`config.mk`:
```
export PLATFORM = sky130hd
export DESIGN_NAME = mmio_pwm
export DESIGN_NICKNAME = d
export VERILOG_FILES = /design/src/rtl/mmio_pwm_pkg.sv /design/src/rtl/mmio_pwm_chan_regs.sv /design/src/rtl/mmio_pwm_chan_core.sv /design/src/rtl/mmio_pwm.sv
export SDC_FILE = /design/constraint.sdc
export NUM_CORES = 1
export LEC_CHECK = 0
export BUFFER_PORTS_ARGS = -buffer_cell sky130_fd_sc_hd__buf_4
export CORE_MARGIN = 2
export CORE_UTILIZATION = 60
export DETAILED_ROUTE_END_ITERATION = 10
export GPL_TIMING_DRIVEN = 0
export PLACE_DENSITY = 0.76
export SKIP_CTS_REPAIR_TIMING = 1
export SYNTH_ARGS = -nofsm -noshare
export SYNTH_HDL_FRONTEND = slang
export SYNTH_SLANG_ARGS = --single-unit
```
`constraint.sdc`:
```
create_clock -name clk -period 2.4 [get_ports clk]
set_input_delay 0.24 -clock clk [delete_from_list [all_inputs] [get_ports clk]]
set_output_delay 0.24 -clock clk [all_outputs]
set_load 0.1 [all_outputs]
```
`src/rtl/mmio_pwm_pkg.sv`:
```
package mmio_pwm_pkg;
  typedef enum logic [1:0] {
    OFS_CTRL = 2'd0,
    OFS_PRE  = 2'd1,
    OFS_PER  = 2'd2,
    OFS_CMP  = 2'd3
  } reg_ofs_e;

  typedef struct packed {
    logic stop_now;
    logic autoload;
    logic invert;
    logic enable;
  } ctrl_t;

  localparam int CTRL_W       = 4;
  localparam int BIT_LOAD_PRE = 4;
  localparam int BIT_LOAD_PER = 5;
  localparam int PEND_W       = 4;
  localparam int PEND_CTRL    = 0;
  localparam int PEND_PRE     = 1;
  localparam int PEND_PER     = 2;
  localparam int PEND_CMP     = 3;
endpackage

```
`src/rtl/mmio_pwm_chan_regs.sv`:
```
module mmio_pwm_chan_regs
  import mmio_pwm_pkg::*;
#(
  parameter int PRE_W = 10,
  parameter int PER_W = 12
) (
  input  logic             clk,
  input  logic             rst_n,
  input  logic             wr_en,
  input  reg_ofs_e         wr_ofs,
  input  logic [PER_W-1:0] wr_data,
  input  logic             run,
  input  logic             wrap,
  output ctrl_t            ctrl_q,
  output ctrl_t            ctrl_act,
  output logic [PRE_W-1:0] pre_sh,
  output logic [PER_W-1:0] per_sh,
  output logic [PER_W-1:0] cmp_sh,
  output logic [PRE_W-1:0] pre_act,
  output logic [PER_W-1:0] per_act,
  output logic [PER_W-1:0] cmp_act,
  output logic [PEND_W-1:0] pend
);
  logic force_pre, force_per, hold;

  // Deferred transfer only while running in autoload mode and not at a wrap.
  assign hold = ctrl_act.autoload && run && !wrap;

  always_ff @(posedge clk or negedge rst_n) begin
    if (!rst_n) begin
      ctrl_q    <= '0;
      ctrl_act  <= '0;
      force_pre <= 1'b0;
      force_per <= 1'b0;
      pre_sh    <= '0;
      per_sh    <= '0;
      cmp_sh    <= '0;
      pre_act   <= '0;
      per_act   <= '0;
      cmp_act   <= '0;
      pend      <= '0;
    end else begin
      ctrl_act        <= ctrl_q;
      pend[PEND_CTRL] <= 1'b0;
      force_pre       <= 1'b0;
      force_per       <= 1'b0;
      if (pend[PEND_PRE] && (!hold || force_pre)) begin
        pre_act        <= pre_sh;
        pend[PEND_PRE] <= 1'b0;
      end
      if (pend[PEND_PER] && (!hold || force_per)) begin
        per_act        <= per_sh;
        pend[PEND_PER] <= 1'b0;
      end
      if (pend[PEND_CMP] && (!hold || force_per)) begin
        cmp_act        <= cmp_sh;
        pend[PEND_CMP] <= 1'b0;
      end
      if (wr_en) begin
        unique case (wr_ofs)
          OFS_CTRL: begin
            ctrl_q          <= ctrl_t'(wr_data[CTRL_W-1:0]);
            force_pre       <= wr_data[BIT_LOAD_PRE];
            force_per       <= wr_data[BIT_LOAD_PER];
            pend[PEND_CTRL] <= 1'b1;
          end
          OFS_PRE: begin
            pre_sh         <= wr_data[PRE_W-1:0];
            pend[PEND_PRE] <= 1'b1;
          end
          OFS_PER: begin
            per_sh         <= wr_data;
            pend[PEND_PER] <= 1'b1;
          end
          default: begin
            cmp_sh         <= wr_data;
            pend[PEND_CMP] <= 1'b1;
          end
        endcase
      end
    end
  end
endmodule

```
`src/rtl/mmio_pwm_chan_core.sv`:
```
module mmio_pwm_chan_core #(
  parameter int PRE_W = 10,
  parameter int PER_W = 12
) (
  input  logic             clk,
  input  logic             rst_n,
  input  logic             enable,
  input  logic             stop_now,
  input  logic             invert,
  input  logic [PRE_W-1:0] pre_act,
  input  logic [PER_W-1:0] per_act,
  input  logic [PER_W-1:0] cmp_act,
  output logic             run,
  output logic             wrap,
  output logic             pin
);
  logic [PRE_W-1:0] div_cnt;
  logic [PER_W-1:0] per_cnt;
  logic             tick;

  assign tick = (div_cnt == pre_act);
  assign wrap = run && tick && (per_cnt == per_act);
  assign pin  = (run && (per_cnt < cmp_act)) ^ invert;

  always_ff @(posedge clk or negedge rst_n) begin
    if (!rst_n) begin
      run     <= 1'b0;
      div_cnt <= '0;
      per_cnt <= '0;
    end else if (!run) begin
      div_cnt <= '0;
      per_cnt <= '0;
      if (enable) run <= 1'b1;
    end else if (!enable && (stop_now || wrap)) begin
      run     <= 1'b0;
      div_cnt <= '0;
      per_cnt <= '0;
    end else if (tick) begin
      div_cnt <= '0;
      per_cnt <= wrap ? '0 : per_cnt + 1'b1;
    end else begin
      div_cnt <= div_cnt + 1'b1;
    end
  end
endmodule

```
`src/rtl/mmio_pwm.sv`:
```
module mmio_pwm
  import mmio_pwm_pkg::*;
#(
  parameter int NUM_CH = 2,
  parameter int ADDR_W = 7,
  parameter int DATA_W = 32,
  parameter int PRE_W  = 10,
  parameter int PER_W  = 12
) (
  input  logic              clk,
  input  logic              rst_n,
  input  logic              reg_we,
  input  logic [ADDR_W-1:0] reg_addr,
  input  logic [PER_W-1:0]  reg_wdata,
  output logic [DATA_W-1:0] reg_rdata,
  output logic [NUM_CH-1:0] pwm_out
);
  localparam int OFS_LSB   = 2;
  localparam int SLOT_LSB  = 4;
  localparam int SLOT_W    = 2;
  localparam int STAT_BIT  = SLOT_LSB + SLOT_W;
  localparam int STAT_LANE = 8;
  localparam int REGS_PER  = 4;

  logic              aligned, is_chan, is_status;
  logic [SLOT_W-1:0] slot;
  logic [1:0]        ofs;

  assign aligned   = (reg_addr[OFS_LSB-1:0] == '0);
  assign is_chan   = aligned && !reg_addr[STAT_BIT];
  assign is_status = aligned && reg_addr[STAT_BIT] && (reg_addr[STAT_BIT-1:OFS_LSB] == '0);
  assign slot      = reg_addr[SLOT_LSB +: SLOT_W];
  assign ofs       = reg_addr[OFS_LSB +: 2];

  logic [PEND_W-1:0]        pend [NUM_CH];
  logic [DATA_W-1:0]        chan_rd [NUM_CH][REGS_PER];
  logic [NUM_CH-1:0]        chan_run;
  logic [NUM_CH*PEND_W-1:0] pend_vec;

  for (genvar g = 0; g < NUM_CH; g++) begin : gen_ch
    ctrl_t            ctrl_q, ctrl_act;
    logic [PRE_W-1:0] pre_sh, pre_act;
    logic [PER_W-1:0] per_sh, per_act, cmp_sh, cmp_act;
    logic             run, wrap, sel;

    assign sel = reg_we && is_chan && (slot == SLOT_W'(g));

    mmio_pwm_chan_regs #(.PRE_W(PRE_W), .PER_W(PER_W)) u_regs (
      .clk      (clk),
      .rst_n    (rst_n),
      .wr_en    (sel),
      .wr_ofs   (reg_ofs_e'(ofs)),
      .wr_data  (reg_wdata),
      .run      (run),
      .wrap     (wrap),
      .ctrl_q   (ctrl_q),
      .ctrl_act (ctrl_act),
      .pre_sh   (pre_sh),
      .per_sh   (per_sh),
      .cmp_sh   (cmp_sh),
      .pre_act  (pre_act),
      .per_act  (per_act),
      .cmp_act  (cmp_act),
      .pend     (pend[g])
    );

    mmio_pwm_chan_core #(.PRE_W(PRE_W), .PER_W(PER_W)) u_core (
      .clk      (clk),
      .rst_n    (rst_n),
      .enable   (ctrl_act.enable),
      .stop_now (ctrl_act.stop_now),
      .invert   (ctrl_act.invert),
      .pre_act  (pre_act),
      .per_act  (per_act),
      .cmp_act  (cmp_act),
      .run      (run),
      .wrap     (wrap),
      .pin      (pwm_out[g])
    );

    assign chan_rd[g][OFS_CTRL] = {{(DATA_W-CTRL_W){1'b0}}, ctrl_q};
    assign chan_rd[g][OFS_PRE]  = {{(DATA_W-PRE_W){1'b0}}, pre_sh};
    assign chan_rd[g][OFS_PER]  = {{(DATA_W-PER_W){1'b0}}, per_sh};
    assign chan_rd[g][OFS_CMP]  = {{(DATA_W-PER_W){1'b0}}, cmp_sh};
    assign chan_run[g]                 = run;
    assign pend_vec[g*PEND_W +: PEND_W] = pend[g];
  end

  always_comb begin
    reg_rdata = '0;
    if (is_status) begin
      for (int c = 0; c < NUM_CH; c++) reg_rdata[c*STAT_LANE +: PEND_W] = pend[c];
    end else if (is_chan) begin
      for (int c = 0; c < NUM_CH; c++) begin
        if (slot == SLOT_W'(c)) reg_rdata = chan_rd[c][ofs];
      end
    end
  end
endmodule

```
Yosys cells after proc, flatten, opt, wreduce, memory -nomap -nowiden
Cells that the tools add are included.
- reductions and logical operators: 50
- shift-type cells: 0
- equal/unequal tests: 9
- divide/modulo/power cells: 0
- $lt $le $gt $ge: 3
- multiplexer cells: 54
- bitwise gates (word level): 4
- add/sub/neg operators: 4
- multiply operators: 0
- operator list (cell ; number):
    32-bit 2-to-1 mux ; 7
    32-bit binary-select mux with 2-bit select ; 2
    12-bit 2-to-1 mux ; 8
    10-bit 2-to-1 mux ; 6
    1-bit 2-to-1 mux ; 25
    12-bit by 1-bit adder with 12-bit output, second input constant ; 2
    12-bit == test ; 2
    1-bit logical AND ; 24
    12-bit < comparator ; 2
    10-bit by 1-bit adder with 10-bit output, second input constant ; 2
    10-bit == test ; 2
    20-bit 2-to-1 mux ; 1
    4-bit 2-to-1 mux ; 5
    2-bit AND reduction ; 8
    1-bit logical NOT ; 7
    2-bit logical NOT ; 3
    1-bit logical OR ; 6
    3-bit != test, second input constant ; 2
    2-bit by 1-bit == test with 1-bit output, second input constant ; 2
    4-bit logical NOT ; 1
    3-bit greater-or-equal comparator, second input constant ; 1
    2-bit inverter with 3-bit output ; 1
    3-bit OR reduction ; 1
    2-bit == test, second input constant ; 1
    2 further kinds ; 3
- output and inout port bits: 34
- register bits after elaboration: 210
- word-level logic and storage cells: 164
- bits in latches: 0
- memories kept: 0
- bits in writable memories: 0
- ROM bits: 0
- bits of input ports: 22

Depth between registers and ports, before layout
- depth in word-level cells: 11
- mapped depth: 8
- gate-level depth less buffers: 7

Cells and area by module
From an unflattened synthesis, not the netlist that was laid out.
- cell total of the unflattened synthesis: 820
- area, all modules: 10299.9 sq um
- by module, submodules not included (module ; cells each ; instances ; area each (sq um) ; seq. area each (sq um)):
    mmio_pwm_chan_regs ; 177 ; 2 ; 3014.1 ; 2052.0
    mmio_pwm_chan_core (gen_ch[0].u_core) ; 189 ; 1 ; 1695.4 ; 575.6
    mmio_pwm_chan_core (gen_ch[1].u_core) ; 186 ; 1 ; 1677.9 ; 575.6
    mmio_pwm ; 91 ; 1 ; 898.4 ; 0.0

Worst setup path after synthesis
OpenSTA, ideal clock, no wires.
- path type: input to output
- from: input reg_addr[2]
- to: output reg_rdata[4]
- setup slack: -1.288 ns
- data required time: 2.160 ns
- arrival time: 3.448 ns
- cell stages on the path: 5
- buffers on the path: 2
- cell sequence: buf_2 -> nor2b_1 -> clkbuf_1 -> a22oi_1 -> a211oi_1
- word-level cells in the longest chain between the ends: 8
- elaborated cells between the ends (all ways): 13
- classes of those cells: 10 x mux; 1 x bitwise; 2 x reduce/logical
- ends and longest elaborated chain (element ; line ; text):
    from (decl) ; mmio_pwm.sv:13 ; input logic [ADDR_W-1:0] reg_addr,
    2-bit inverter with 3-bit output (implied by the code) ; mmio_pwm.sv:95 ; if (slot == SLOT_W'(c)) reg_rdata = chan_rd[c][ofs];
    32-bit binary-select mux with 2-bit select ; mmio_pwm.sv:95 ;
    32-bit 2-to-1 mux (implied by the code) (2 in a row) ; mmio_pwm.sv:95 ;
    32-bit 2-to-1 mux (2 in a row) ; mmio_pwm.sv:95 ;
    32-bit 2-to-1 mux ; mmio_pwm.sv:93 ; end else if (is_chan) begin
    4-bit 2-to-1 mux (*) ; mmio_pwm.sv:91 ; if (is_status) begin
    to (decl) ; mmio_pwm.sv:15 ; output logic [DATA_W-1:0] reg_rdata,
Every way passes the cells marked *; elsewhere a longest branch is shown, timed or not. The select of a mux whose other input is x is not followed.

Worst setup path in the final report
- from: register gen_ch[0].u_core.per_cnt[6]
- to: output pwm_out[0]
- word-level cells in the longest chain between the ends: 3
- ends and longest elaborated chain (element ; line ; text):
    from (decl) ; mmio_pwm_chan_core.sv:18 ; logic [PER_W-1:0] per_cnt;
    from (signal assigned) ; mmio_pwm_chan_core.sv:40 ; per_cnt <= wrap ? '0 : per_cnt + 1'b1;
    12-bit < comparator ; mmio_pwm_chan_core.sv:23 ; assign pin = (run && (per_cnt < cmp_act)) ^ invert;
    1-bit logical AND ; mmio_pwm_chan_core.sv:23 ;
    1-bit bitwise XOR ; mmio_pwm_chan_core.sv:23 ;
    to (decl) ; mmio_pwm.sv:16 ; output logic [NUM_CH-1:0] pwm_out
No other way between the ends.

==> impl_metrics.ini <==
[timing]
finalSetupViolCount = 12
finalCritPeriodShare_pct = 104
finalWorstSetupSlack_ps = -98.3
worst_slew_pin_slew_ps = 818
whs_ps = 16.6
fin_setup_tns_ps = -290
fmax_mhz = 400
max_slew_margin_pct = 44.9
slew_viol_final = 0
period_needed_ps = 2500
grt_setup_unrepaired = true
final_hold_viol_count = 0
skew_ps = 14.6

[floorplanning]
die_w_um = 136
initial_core_util_pct = 60.8
die_area_mm2 = 0.0184
core-area_mm2 = 0.0171
rows = 48
die_y_um = 136
ios = 56

[worst_setup_path]
start_kind = register
rrSetupSlack_ps = -20
cp-end-kind = output pin
cp_data_required_time_ps = 2160
crit_path_max_fanout = 6
arrival_ps = 2260
crit_chain = ha_4 -> nand4_1 -> nor2_1 -> o31ai_2 -> a21oi_2 -> xnor2_1 -> buf_4 -> buf_12
rr_worst_depth = 7
r2r_end = gen_ch[0].u_regs.cmp_act[7]
max_stage_delay_ps = 480
crit_slowest_cell = dfrtp_2
crit_type = register to output pin
rr_startpoint = gen_ch[0].u_core.per_cnt[5]

[global_routing]
grt_pass1_vias = 6869
gr-usage-all-layers_pct = 26.8
antenna_found_initial = 0
grt_pass1_wl_um = 37900
grt_max_degree = 126
gr-total-overflow = 0

[power_and_ir_drop]
power_density_mw_per_mm2 = 675
leakagePower_uw = 0.00608
ir_drop_mv = 0.558

[logic_synthesis]
yosysUniqueCellTypes = 52
yosysMostFrequentCell = dfrtp_1
syn-instance-count = 867
ys_top_cells_by_count = dfrtp_1 (210), mux2_2 (140), xor2_1 (44)
syn_avg_cell_area_um2 = 12.0
yosys.area.top_type = dfrtp_1
synth_top_cell_area_share_pct = 50.5
ys_warn_count = 0
synth_edf_count = 0
ys_seq_area_share_pct = 50.5
synth_seq_cells = 210
ys.flop_type = dfrtp_1
synth_area_mm2 = 0.0104
synthArstFlopShare_pct = 100
synthTopCellsByArea = dfrtp_1 (51%), mux2_2 (15%), xor2_1 (3.7%)

[route]
drt_iter0_drc = 693
viasPerCell = 5.95
drt-total-wl_um = 24900
drc = 0
vias = 7254
ant_nets = 0
wl_per_cell_um = 20.4
dr.pass1.iters = 5

[layout]
drive_gt1_share_pct = 38.7
layout.nets = 1029
syn_to_final_growth_pct = 19.9
final-seq-area_mm2 = 0.00528
n_fill_cell = 1180
layoutNonFillerInstCount = 1220
antenna_cells = 0
multi_input_area_mm2 = 0.00507

[clock_network]
clock_sinks = 210
numCtsBuffers = 22
clk_pin_slew_worst_paths_ps = 60
htreeDepth = 1
cts_tree = done
cts-root-buf = clkbuf_16
cts_buffer_depth = 3
clk_latency_ps = 510

[place]
numPortBuffers = 34
dp_worst_setup_slack_ps = -269
dp.cells = 1146
hpwl_um = 16700
gp_congestion = 0.908

[min_path]
min_to = gen_ch[0].u_regs.per_sh[10]
min_path_type = primary input to register
min-delay-start = reg_wdata[10]
hold_depth = 2

[outcome]
violations = negative setup slack
run_status = finished with violations

[job]
max_cap_viol_count = 0
==> area by class of cell <==
class                      instances  share of cell area, %
sequential                       210                   42.3
multi-input combinational        575                   40.7
clock buffer                      29                   4.95
timing repair buffer              72                   4.90
buffer                            57                   2.74
tap                              225                   2.26
inverter                          43                   1.29
clock inverter                     9                  0.853
==> metrics by stage <==
stage               power [uW]  area (um^2)  util, %
floorplan                 4590        10500        -
global placement          4930        11000     64.6
detailed placement        4950        11100     64.8
CTS                       8340        11800     69.0
global route              8710        12500     72.8
finish                    8420        12500     72.8
==> cell families after synthesis <==
kind of cell    after synthesis  share of synthesized area [%]
xor+xnor                     62                           5.22
other cells                   1                         0.0361
buf+inv                     101                           4.69
flops                       210                           50.5
fa+ha+maj                    26                           3.13
compound gates              105                           6.82
simple gates                183                           9.12
mux                         179                           20.4
==> state kept, by name, indices dropped and copies added (netlist names) <==
register	cells
gen_ch.u_core.div_cnt	20
gen_ch.u_core.per_cnt	24
gen_ch.u_core.run	2
gen_ch.u_regs.cmp_act	24
gen_ch.u_regs.cmp_sh	24
gen_ch.u_regs.ctrl_act	8
gen_ch.u_regs.ctrl_q	8
gen_ch.u_regs.force_per	2
gen_ch.u_regs.force_pre	2
gen_ch.u_regs.pend	8
gen_ch.u_regs.per_act	24
gen_ch.u_regs.per_sh	24
gen_ch.u_regs.pre_act	20
gen_ch.u_regs.pre_sh	20
==> where the power goes <==
part	total (uW)	switching [uW]	internal [uW]
logic	1170	746	427
registers	3840	140	3700
clock network	3400	1380	2020
==> layout by cell type, fill, tap and decap left out, drive strengths merged, types with 7 or more instances in the layout <==
cell	synthesis	layout
a21oi	8	8
a31oi	23	23
and2	7	7
and3	18	18
buf	40	109
clkbuf	18	48
clkinv	0	7
conb	1	20
dfrtp	210	210
ha	26	26
inv	43	43
mux2	157	157
mux2i	14	14
mux4	8	8
nand2	33	33
nand3	25	25
nand4	18	18
nor2	38	38
nor3	8	8
nor4	8	8
o21ai	22	22
o22ai	12	12
or3	10	10
xnor2	18	18
xor2	44	44
==> worst max-delay path by stage <==
stage	startpoint	to	slack, ps	cells after the start
after detailed placement	reg_addr[6]	gen_ch[0].u_regs.per_sh[5]	-270	6
after global placement	rst_n	gen_ch[0].u_core.per_cnt[7]	-380	1
after global routing	gen_ch[0].u_core.per_cnt[6]	pwm_out[0]	-200	8
after CTS	gen_ch[1].u_core.per_cnt[7]	pwm_out[1]	-360	8
after floorplan	reg_addr[2]	reg_rdata[5]	-330	5
final	gen_ch[0].u_core.per_cnt[6]	pwm_out[0]	-100	8
==> critical path: cells and delay by family, from the launching register on <==
family	cells	cell delay, ps
flip-flops	1	480
adder cells (fa/ha/maj)	1	290
XOR/XNOR	1	130
buffers and inverters	2	300
AO/OA/AOI/OAI	2	280
AND/OR/NAND/NOR	2	270
==> per-layer routing <==
metal | wire, um | GRT usage [%] | vias up
li1 | - | - | 3309
met1 | 11100 | 41.0 | 3656
met2 | 11400 | 39.6 | 257
met3 | 1820 | 4.98 | 32
met4 | 529 | 6.89 | 0
met5 | 0 | 0 | -
(Power assumes the default switching activity.)
